[src/rtl/tdm_sel_pkg.sv]
package tdm_sel_pkg;
  typedef enum logic {
    SCHEME_LEGACY   = 1'b0,
    SCHEME_EXTENDED = 1'b1
  } scheme_e;

  localparam int unsigned LEGACY_PARTS = 2;
endpackage

[src/rtl/tss_slot_counter.sv]
module tss_slot_counter #(
  parameter int unsigned NUM_CH = 128,
  localparam int unsigned SLOT_W = $clog2(NUM_CH)
) (
  input  logic              clk,
  input  logic              rst,
  input  logic              fsync,
  input  logic              tick,
  output logic [SLOT_W-1:0] slot
);
  localparam logic [SLOT_W-1:0] LAST = SLOT_W'(NUM_CH - 1);

  always_ff @(posedge clk) begin
    if (rst || fsync) begin
      slot <= '0;
    end else if (tick) begin
      slot <= (slot == LAST) ? '0 : slot + 1'b1;
    end
  end
endmodule

[src/rtl/tss_enable_lookup.sv]
module tss_enable_lookup
  import tdm_sel_pkg::*;
#(
  parameter int unsigned NUM_CH = 128,
  parameter int unsigned BLK_CH = 16,
  localparam int unsigned SLOT_W = $clog2(NUM_CH),
  localparam int unsigned BIT_W  = $clog2(BLK_CH),
  localparam int unsigned BLK_W  = SLOT_W - BIT_W,
  localparam int unsigned PSEL_W = BLK_W - 1
) (
  input  logic [SLOT_W-1:0] slot,
  input  logic              mc_en,
  input  scheme_e           scheme,
  input  logic [PSEL_W-1:0] sel_a,
  input  logic [PSEL_W-1:0] sel_b,
  input  logic [NUM_CH-1:0] en_vec,
  output logic              en
);
  logic [BLK_W-1:0]  blk;
  logic [BIT_W-1:0]  pos;
  logic [BLK_CH-1:0] part_a_bits;
  logic [BLK_CH-1:0] part_b_bits;
  logic              in_a;
  logic              in_b;
  logic              legacy_en;

  assign blk         = slot[SLOT_W-1:BIT_W];
  assign pos         = slot[BIT_W-1:0];
  assign part_a_bits = en_vec[BLK_CH-1:0];
  assign part_b_bits = en_vec[LEGACY_PARTS*BLK_CH-1:BLK_CH];
  assign in_a        = (blk == {sel_a, 1'b0});
  assign in_b        = (blk == {sel_b, 1'b1});

  always_comb begin
    if (in_a)      legacy_en = part_a_bits[pos];
    else if (in_b) legacy_en = part_b_bits[pos];
    else           legacy_en = 1'b0;
  end

  always_comb begin
    if (!mc_en)                        en = 1'b1;
    else if (scheme == SCHEME_EXTENDED) en = en_vec[slot];
    else                               en = legacy_en;
  end
endmodule

[src/rtl/tss_direction.sv]
module tss_direction
  import tdm_sel_pkg::*;
#(
  parameter int unsigned NUM_CH = 128,
  parameter int unsigned BLK_CH = 16,
  localparam int unsigned SLOT_W = $clog2(NUM_CH),
  localparam int unsigned BIT_W  = $clog2(BLK_CH),
  localparam int unsigned BLK_W  = SLOT_W - BIT_W,
  localparam int unsigned PSEL_W = BLK_W - 1
) (
  input  logic              clk,
  input  logic              rst,
  input  logic              fsync,
  input  logic              tick,
  input  logic              mc_en,
  input  logic              ext,
  input  logic [PSEL_W-1:0] sel_a,
  input  logic [PSEL_W-1:0] sel_b,
  input  logic [NUM_CH-1:0] en_vec,
  output logic              slot_en,
  output logic [BLK_W-1:0]  cur_blk
);
  logic [SLOT_W-1:0] slot;
  logic              en_comb;
  scheme_e           scheme;

  assign scheme = ext ? SCHEME_EXTENDED : SCHEME_LEGACY;

  tss_slot_counter #(.NUM_CH(NUM_CH)) u_cnt (
    .clk   (clk),
    .rst   (rst),
    .fsync (fsync),
    .tick  (tick),
    .slot  (slot)
  );

  tss_enable_lookup #(.NUM_CH(NUM_CH), .BLK_CH(BLK_CH)) u_lut (
    .slot   (slot),
    .mc_en  (mc_en),
    .scheme (scheme),
    .sel_a  (sel_a),
    .sel_b  (sel_b),
    .en_vec (en_vec),
    .en     (en_comb)
  );

  always_ff @(posedge clk) begin
    if (rst) begin
      slot_en <= 1'b0;
      cur_blk <= '0;
    end else begin
      slot_en <= en_comb;
      cur_blk <= slot[SLOT_W-1:BIT_W];
    end
  end
endmodule

[src/rtl/tdm_slot_select.sv]
module tdm_slot_select #(
  parameter int unsigned NUM_CH = 128,
  parameter int unsigned BLK_CH = 16,
  localparam int unsigned SLOT_W = $clog2(NUM_CH),
  localparam int unsigned BIT_W  = $clog2(BLK_CH),
  localparam int unsigned BLK_W  = SLOT_W - BIT_W,
  localparam int unsigned PSEL_W = BLK_W - 1
) (
  input  logic              clk,
  input  logic              rst,
  input  logic              tx_fsync,
  input  logic              tx_tick,
  input  logic              tx_mc_en,
  input  logic              tx_ext,
  input  logic [PSEL_W-1:0] tx_sel_a,
  input  logic [PSEL_W-1:0] tx_sel_b,
  input  logic [NUM_CH-1:0] tx_en_vec,
  output logic              tx_slot_en,
  output logic [BLK_W-1:0]  tx_cur_blk,
  input  logic              rx_fsync,
  input  logic              rx_tick,
  input  logic              rx_mc_en,
  input  logic              rx_ext,
  input  logic [PSEL_W-1:0] rx_sel_a,
  input  logic [PSEL_W-1:0] rx_sel_b,
  input  logic [NUM_CH-1:0] rx_en_vec,
  output logic              rx_slot_en,
  output logic [BLK_W-1:0]  rx_cur_blk
);
  tss_direction #(.NUM_CH(NUM_CH), .BLK_CH(BLK_CH)) u_tx (
    .clk     (clk),
    .rst     (rst),
    .fsync   (tx_fsync),
    .tick    (tx_tick),
    .mc_en   (tx_mc_en),
    .ext     (tx_ext),
    .sel_a   (tx_sel_a),
    .sel_b   (tx_sel_b),
    .en_vec  (tx_en_vec),
    .slot_en (tx_slot_en),
    .cur_blk (tx_cur_blk)
  );

  tss_direction #(.NUM_CH(NUM_CH), .BLK_CH(BLK_CH)) u_rx (
    .clk     (clk),
    .rst     (rst),
    .fsync   (rx_fsync),
    .tick    (rx_tick),
    .mc_en   (rx_mc_en),
    .ext     (rx_ext),
    .sel_a   (rx_sel_a),
    .sel_b   (rx_sel_b),
    .en_vec  (rx_en_vec),
    .slot_en (rx_slot_en),
    .cur_blk (rx_cur_blk)
  );
endmodule

[config.mk]
export PLATFORM = sky130hd
export DESIGN_NAME = tdm_slot_select
export DESIGN_NICKNAME = d
export VERILOG_FILES = /design/src/rtl/tdm_sel_pkg.sv /design/src/rtl/tss_slot_counter.sv /design/src/rtl/tss_enable_lookup.sv /design/src/rtl/tss_direction.sv /design/src/rtl/tdm_slot_select.sv
export SDC_FILE = /design/constraint.sdc
export NUM_CORES = 1
export LEC_CHECK = 0
export CORE_AREA = 5 5 107 109
export CTS_BUF_LIST = sky130_fd_sc_hd__clkbuf_4 sky130_fd_sc_hd__clkbuf_8
export CTS_CLUSTER_SIZE = 24
export DETAILED_ROUTE_END_ITERATION = 10
export DIE_AREA = 0 0 112 114
export PLACE_DENSITY = 0.79
export SLEW_MARGIN = 20
export SYNTH_ARGS = -nofsm -noshare
export SYNTH_HDL_FRONTEND = slang
export SYNTH_SLANG_ARGS = --single-unit
[constraint.sdc]
create_clock -name clk -period 2.9 [get_ports clk]
set_input_delay 0.87 -clock clk [delete_from_list [all_inputs] [get_ports clk]]
set_output_delay 0.87 -clock clk [all_outputs]
set_load 0.005 [all_outputs]
Word level (Yosys, flattened, before mapping)
Index checks and enable logic that the tools add are counted.

Bits in registers: 22. Input port bits: 274.

Add/sub/neg operators: 2. Magnitude comparators: 4. Eq/ne operators: 6. Muxes and demuxes: 24. Reductions and logical operators: 2.

Operators with widths (number): binary-select mux 1 bit (select 4 bit) (4); less-than comparator 7 x 8 -> 1 bit, second input constant (2); 2-to-1 mux 1 bit (16); adder 7 x 1 -> 7 bit, second input constant (2); binary-select mux 1 bit (select 7 bit) (2); equality test 7 bit, second input constant (2); 2-to-1 mux 7 bit (2); equality test 3 bit (4); less-than comparator 4 x 5 -> 1 bit, second input constant (2); logical OR 1 bit (2).

Longest topological paths before layout
Gate-level depths: netlist (run 1).

Word-level depth: 6. Gate-level depth with buffers: 9.

Cells and area by module
From an unflattened synthesis (run 1), not the netlist that was laid out.

Cell total of the unflattened synthesis: 318. Area total of the unflattened synthesis: 3478.3 µm².

By module, submodules not included: tss_enable_lookup (instances 2, cells an instance 119, area each 1330.0 µm², seq. area each 0.0 µm²); tss_slot_counter (instances 2, cells an instance 32, area each 304.0 µm², seq. area each 140.1 µm²); tss_direction (instances 2, cells an instance 8, area each 105.1 µm², seq. area each 80.1 µm²).

Worst setup path before layout (run 1)
Ideal clock, no wire load.

Path kind: input to register. From: input port rx_en_vec[7]. To: register u_rx.slot_en. Arrival time: 2368 ps. Required time: 2764 ps. Path slack: 397 ps. Cell stages on the path: 5. Cell sequence: mux4_2 -> mux4_2 -> a2111o_1 -> a31oi_1 -> o32ai_1.

Longest elaborated chain between the ends: 5.

Ends and longest elaborated chain: start, declared (RTL line tdm_slot_select.sv:26) `input logic [NUM_CH-1:0] rx_en_vec,`; branches (longest 3 deep; another with binary-select mux 1 bit (select 7 bit)); 2-to-1 mux 1 bit * (RTL line tss_enable_lookup.sv:42) `else if (scheme == SCHEME_EXTENDED) en = en_vec[slot];`; 2-to-1 mux 1 bit * (RTL line tss_enable_lookup.sv:41) `if (!mc_en) en = 1'b1;`; end signal, assigned (RTL line tss_direction.sv:52) `slot_en <= en_comb;`; end, declared (RTL line tss_direction.sv:20) `output logic slot_en,`.

Every way passes the cells marked *. The select of a mux whose other input is x is not followed. A chain may end at the register's enable or synchronous reset.

Worst setup path after layout (run 1)
From: input port rx_en_vec[11]. To: register u_rx.slot_en.

Same word-level chain as after synthesis.

==> run summary, run 1 <==
Rows -> 38
number of diodes -> 0
clk slew on worst S/H paths -> 0.08 ns
Via density -> 5.30
Post-synth EDFFs -> 0
Area contributors post-synth -> mux4_2, dfxtp_1, mux2i_1
synthesized net count -> 556
CP Cell Sequence -> clkdlybuf4s50_1, mux4_2, mux4_2, a2111o_1, a31oi_1, o32ai_1
Initial Util -> 0.300
post-synthesis sequential area ratio -> 0.140
CP delay by family, top -> multiplexers
CP peak stage delay -> 0.52 ns
CP Class -> in2reg
Inserted Clock Buffers -> 3
# IOs -> 282
final hold vios -> 0
initial antenna violation count -> 0
final design utilization -> 0.585
Worst Hold Depth -> 2
PwrDens -> 178 nW/um^2
CTS tree -> built
Ys Warns -> 0
reg2reg end -> u_tx.slot_en
dpl hpwl -> 12500 um
die width -> 112 um
mean post-synth cell area -> 11.3 um^2
Crit path buffers/inverters -> 1
CP Launch Type -> input port
worst reg-to-reg setup slack -> 0.40 ns
fillers -> 883
Inst Count DP -> 685
H-tree depth -> 1
static leakage -> 2.03 nW
Tot GR Track Use -> 0.213
VDD IR-drop max -> 205 uV
fmax -> 0.351 GHz
Die Y -> 114 um
CP max-delay cell -> mux4_2
FF+latch count, synth -> 22
Clock Skews -> 0.00404 ns
total number of vias -> 3644
WL final -> 14000 um
routability cong. -> 0.901
post-route insts no fill -> 688
leading area contributor after synthesis -> mux4_2
FF-to-FF path depth -> 7
layout cells sized above 1 -> 0.153
Setup WS pre-CTS -> -0.223 ns
ys flop type -> dfxtp_1
worst skew pair latency -> 0.26 ns
layer with the highest usage -> met2
Iter 0 DRT Violations -> 128
Post-synth ARST share -> 0
DRT antenna net count -> 0
GR Overflow Total -> 0
nets@finish -> 826
hold_sp -> u_tx.u_cnt.slot[6]
final setup vio count -> 0
Arr. time, crit path -> 2.97 ns
Hold Crit Class -> reg2reg
unrepaired setup endpoints after global routing -> no
number of max-cap violations -> 0
Syn Std Cell Area -> 3160 um^2
final worst path period need -> 2.85 ns
worst slew pin tran -> 0.621 ns
Clock Sinks -> 22
status -> completed
placement-stage cell area -> 6100 um^2
Mapped Cells -> 280
slack of the critical path -> 0.0503 ns
vias in the first global route -> 3996
met3 usage in global routing -> 0.0467
fin. max-slew vios -> 0
clk buf depth -> 2
setup total negative slack -> 0 ns
Setup crit end kind -> register
mean routed wirelength per cell -> 20.3 um
Final Hold Slack -> 0.598 ns
Hold Path Sink -> u_tx.cur_blk[2]
Final Cell Area -> 6150 um^2
Core Footprint -> 10500 um^2
clk root buf -> clkbuf_8
GRT met1 Usage -> 0.265
Worst R2R Start -> u_tx.u_cnt.slot[0]
final worst-path cycle share -> 0.983
Worst EP required -> 3.02 ns
Synth top area share -> 0.428
Crit path top cell by count -> mux4_2
Synth cell types -> 50
die area -> 12800 um^2
post-route DRC violation count -> 0
CP max FO -> 2
Pwr Total -> 1.10 mW
GR Layer Usage met2 -> 0.372
largest net degree at the start of global routing -> 37
drt pass-1 iters -> 4
Port-buffer cells -> 281
Area growth, synth to finish -> 94.8%
Slew Limit Headroom -> 0.586
first-pass GRT wire length -> 21500 um
==> cell families (layout without fill, tap and decap cells) <==
kind of cell | count (synthesis) | in the layout | share of synthesized area
buf+inv | 33 | 301 | 0.0587
flops | 22 | 22 | 0.140
simple gates | 73 | 73 | 0.121
xor+xnor | 20 | 20 | 0.0555
fa+ha+maj | 2 | 2 | 0.00793
compound gates | 46 | 46 | 0.112
mux | 84 | 84 | 0.506
==> how the worst max path moves through the flow <==
| stage | start | to | slack, ns | cells after the start |
|---|---|---|---|---|
| after floorplan | rx_en_vec[7] | u_rx.slot_en | 0.40 | 5 |
| after global placement | tx_en_vec[79] | u_tx.slot_en | -0.17 | 7 |
| after detailed placement | rx_en_vec[6] | u_rx.slot_en | -0.22 | 6 |
| after CTS | rx_en_vec[6] | u_rx.slot_en | 0.05 | 6 |
| after global routing | rx_en_vec[6] | u_rx.slot_en | 0.04 | 6 |
| final | rx_en_vec[11] | u_rx.slot_en | 0.05 | 6 |
==> tightest hold or removal path: cells and delay by family (launching register included) <==
family	cells	cell delay, ns
buffers and inverters	1	0.11
flip-flops	1	0.40
AND/OR/NAND/NOR	1	0.05
==> Yosys cell counts (2+ instances only) <==
cell type,number
a211o_1,2
a211oi_1,2
a21oi_1,4
a221oi_1,3
a22o_1,3
a22oi_1,3
a31oi_1,5
and2_1,3
buf_2,7
buf_4,4
buf_6,5
clkbuf_1,13
dfxtp_1,22
ha_1,2
inv_1,2
mux2_2,4
mux2i_1,20
mux4_2,60
nand2_1,10
nand2b_1,6
nand3_1,4
nand3b_1,2
nand4_1,4
nor2_1,18
nor2b_1,10
nor3_1,11
nor4b_1,2
o211ai_1,2
o21ai_1,2
o221ai_1,4
o22ai_1,3
o31ai_1,2
xnor2_1,11
xor2_1,9
==> power breakdown <==
group          leakage (nW)  switching [mW]  internal, mW
clock network        0.0216          0.0928        0.0925
registers             0.179         0.00832         0.306
logic                  1.83           0.138         0.459
total                  2.03           0.239         0.858
==> routing by layer <==
layer,vias up,share of wire,wire [um]
li1,1695,-,-
met1,1740,0.37,5190
met4,0,0.033,467
met3,32,0.073,1030
met2,177,0.52,7310
met5,-,0,0
==> sequential cells by signal, summed over array words and instances, names as in the netlist <==
name,flops
u_tx.cur_blk,3
u_rx.slot_en,1
u_tx.u_cnt.slot,7
u_tx.slot_en,1
u_rx.u_cnt.slot,7
u_rx.cur_blk,3
==> repair_timing <==
item | in CTS | in global routing
resized for setup | 0 | 1
setup endpoints to repair | 0 | 1
hold buffers | 0 | 0
setup buffers | 0 | 0
==> final cells by class <==
type,count,area (um^2),area share
Timing Repair Buffer,295,2940,0.478
Multi-Input combinational cell,225,2540,0.413
Sequential cell,22,443,0.0720
Tap cell,140,175,0.0285
Clock buffer,3,41.3,0.00671
Inverter,3,11.3,0.00183
==> cells in the final DEF (no fill, tap or decap), drive strengths merged, types with 4 or more instances in the layout <==
cell | Yosys | layout
a31oi | 5 | 5
o221ai | 4 | 4
xnor2 | 11 | 11
nand2 | 10 | 10
a21oi | 4 | 4
buf | 17 | 14
clkdlybuf4s50 | 0 | 281
nand3 | 4 | 4
mux2i | 20 | 20
nor3 | 11 | 11
mux2 | 4 | 4
nor2 | 18 | 18
xor2 | 9 | 9
dfxtp | 22 | 22
nor2b | 10 | 10
nand2b | 6 | 6
mux4 | 60 | 60
nand4 | 4 | 4
Note: power is estimated with default switching activity, not from simulation.
==> run 2: changes to the inputs <==
==> constraint.sdc (replaced) <==
create_clock -name clk -period 3.45 [get_ports clk]
set_input_delay 1.035 -clock clk [delete_from_list [all_inputs] [get_ports clk]]
set_output_delay 1.035 -clock clk [all_outputs]
set_load 0.005 [all_outputs]
==> run 2 against run 1 <==
- sequential share of layout area about the same
- clock power grew 28%
- count of clock-buffer cells in the layout did not move
- clock skew is 0.0020 ns lower
- register-to-register slack improved by 0.43 ns
- worst setup slack gained 0.36 ns
- design area decreased by 0.47%
- largest cell class unchanged
- sequential power is 15% lower
- final cell count down 0.29%
- largest power group unchanged
- critical path type unchanged
- utilization down 0.27 points
- non-clock buffer count shrank 4
==> run summary, run 2 (same netlist as run 1, synthesis figures left out) <==
nets@finish -> 822
most common cell after layout, fill and taps aside -> clkdlybuf4s50_1
vias in the first global route -> 4092
most frequent cells in the layout -> clkdlybuf4s50_1, mux4_2, mux2i_1, dfxtp_1, nor2_1
final hold vios -> 0
Hold Crit Class -> reg2reg
Clock Skews -> 0.00204 ns
status -> completed
initial antenna violation count -> 0
setup total negative slack -> 0 ns
final worst-path cycle share -> 0.880
largest net degree at the start of global routing -> 37
final design utilization -> 0.583
# IOs -> 282
Setup crit end kind -> register
layout cells sized above 1 -> 0.147
post-route DRC violation count -> 0
# hold bufs at CTS -> 0
reg2reg end -> u_rx.slot_en
die width -> 112 um
slack of the critical path -> 0.413 ns
clk root buf -> clkbuf_8
Setup crit start -> rx_en_vec[6]
Arr. time, crit path -> 3.15 ns
Worst EP required -> 3.56 ns
worst reg-to-reg setup slack -> 0.83 ns
fin. max-slew vios -> 0
Clock Sinks -> 22
WL final -> 13900 um
CP Class -> in2reg
Setup WS pre-CTS -> 0.134 ns
Tot GR Track Use -> 0.209
routability cong. -> 0.906
Worst R2R Start -> u_rx.u_cnt.slot[1]
static leakage -> 2.02 nW
Port-buffer cells -> 281
Area growth, synth to finish -> 93.9%
Iter 0 DRT Violations -> 171
Inst Count DP -> 681
final worst path period need -> 3.04 ns
clk buf depth -> 2
Largest regs -> u_rx.u_cnt.slot (7), u_tx.u_cnt.slot (7)
Die Y -> 114 um
CP Capture Point -> u_rx.slot_en
Slew Limit Headroom -> 0.570
CTS tree -> built
FF-to-FF path depth -> 6
Post-CTS Setup Inserts -> 0
Via density -> 5.28
Core Footprint -> 10500 um^2
number of max-cap violations -> 0
clk slew on worst S/H paths -> 0.08 ns
Final Hold Slack -> 0.603 ns
die area -> 12800 um^2
mean routed wirelength per cell -> 20.3 um
unrepaired setup endpoints after global routing -> no
worst slew pin tran -> 0.644 ns
Pwr Total -> 1.00 mW
Initial Util -> 0.300
placement-stage cell area -> 6050 um^2
dpl hpwl -> 12400 um
first-pass GRT wire length -> 21300 um
Rows -> 38
final setup vio count -> 0
Final Cell Area -> 6120 um^2
PwrDens -> 163 nW/um^2
drt pass-1 iters -> 4
Inserted Clock Buffers -> 3
post-route insts no fill -> 686
total number of vias -> 3625
worst skew pair latency -> 0.26 ns
CP max FO -> 2
fmax -> 0.329 GHz
H-tree depth -> 1
GR Overflow Total -> 0
CP Launch Type -> input port
post-cts sizing count -> 0
DRT antenna net count -> 0
VDD IR-drop max -> 189 uV
-- run 2: cell types whose count changed in the layout (fill, tap and decap cells not counted) --
cell and change:
a221oi_2 -1, a221oi_1 +1, bufinv_16 +1, buf_12 -2
diode_2 +1, buf_4 -2
-- run 2: layer usage --
metal  part of all wire  up-vias  GRT usage
li1                   -     1687          -
met2               0.54      175      0.384
met3              0.083       26     0.0562
met1               0.36     1737      0.244
met4              0.023        0     0.0505
met5                  0        -          0
-- run 2: how the worst min path moves through the flow --
stage                       start         endpoint  slack [ns]  cells after the start
5_1_grt        u_rx.u_cnt.slot[6]  u_rx.cur_blk[2]        0.64                      1
6_report       u_rx.u_cnt.slot[6]  u_rx.cur_blk[2]        0.60                      1
4_1_cts        u_rx.u_cnt.slot[6]  u_rx.cur_blk[2]        0.61                      1
3_5_place_dp   u_tx.u_cnt.slot[6]  u_tx.cur_blk[2]        0.59                      2
2_1_floorplan  u_tx.u_cnt.slot[6]  u_tx.cur_blk[2]        0.61                      3
3_3_place_gp   u_tx.u_cnt.slot[6]  u_tx.cur_blk[2]        0.58                      2
-- run 2: worst max-delay path, cell delays in order --
cell             delay, ns
clkdlybuf4s50_1       0.43
mux4_2                0.47
mux4_2                0.54
a2111o_1              0.39
a31oi_1               0.17
o32ai_1               0.12
-- run 2: final cells by class --
cell class	instances	area [um^2]
multi-input combinational	225	2530
inverter	3	11.3
timing repair buffer	291	2890
clock inverter	1	30.0
sequential	22	443
antenna	1	2.50
fill	898	4390
clock buffer	3	41.3
tap	140	175
-- run 2: report_power, final --
group / switching (mW) / internal, mW / total [mW]
combinational: 0.112 / 0.384 / 0.496
sequential: 0.0110 / 0.258 / 0.269
clock: 0.0818 / 0.155 / 0.237
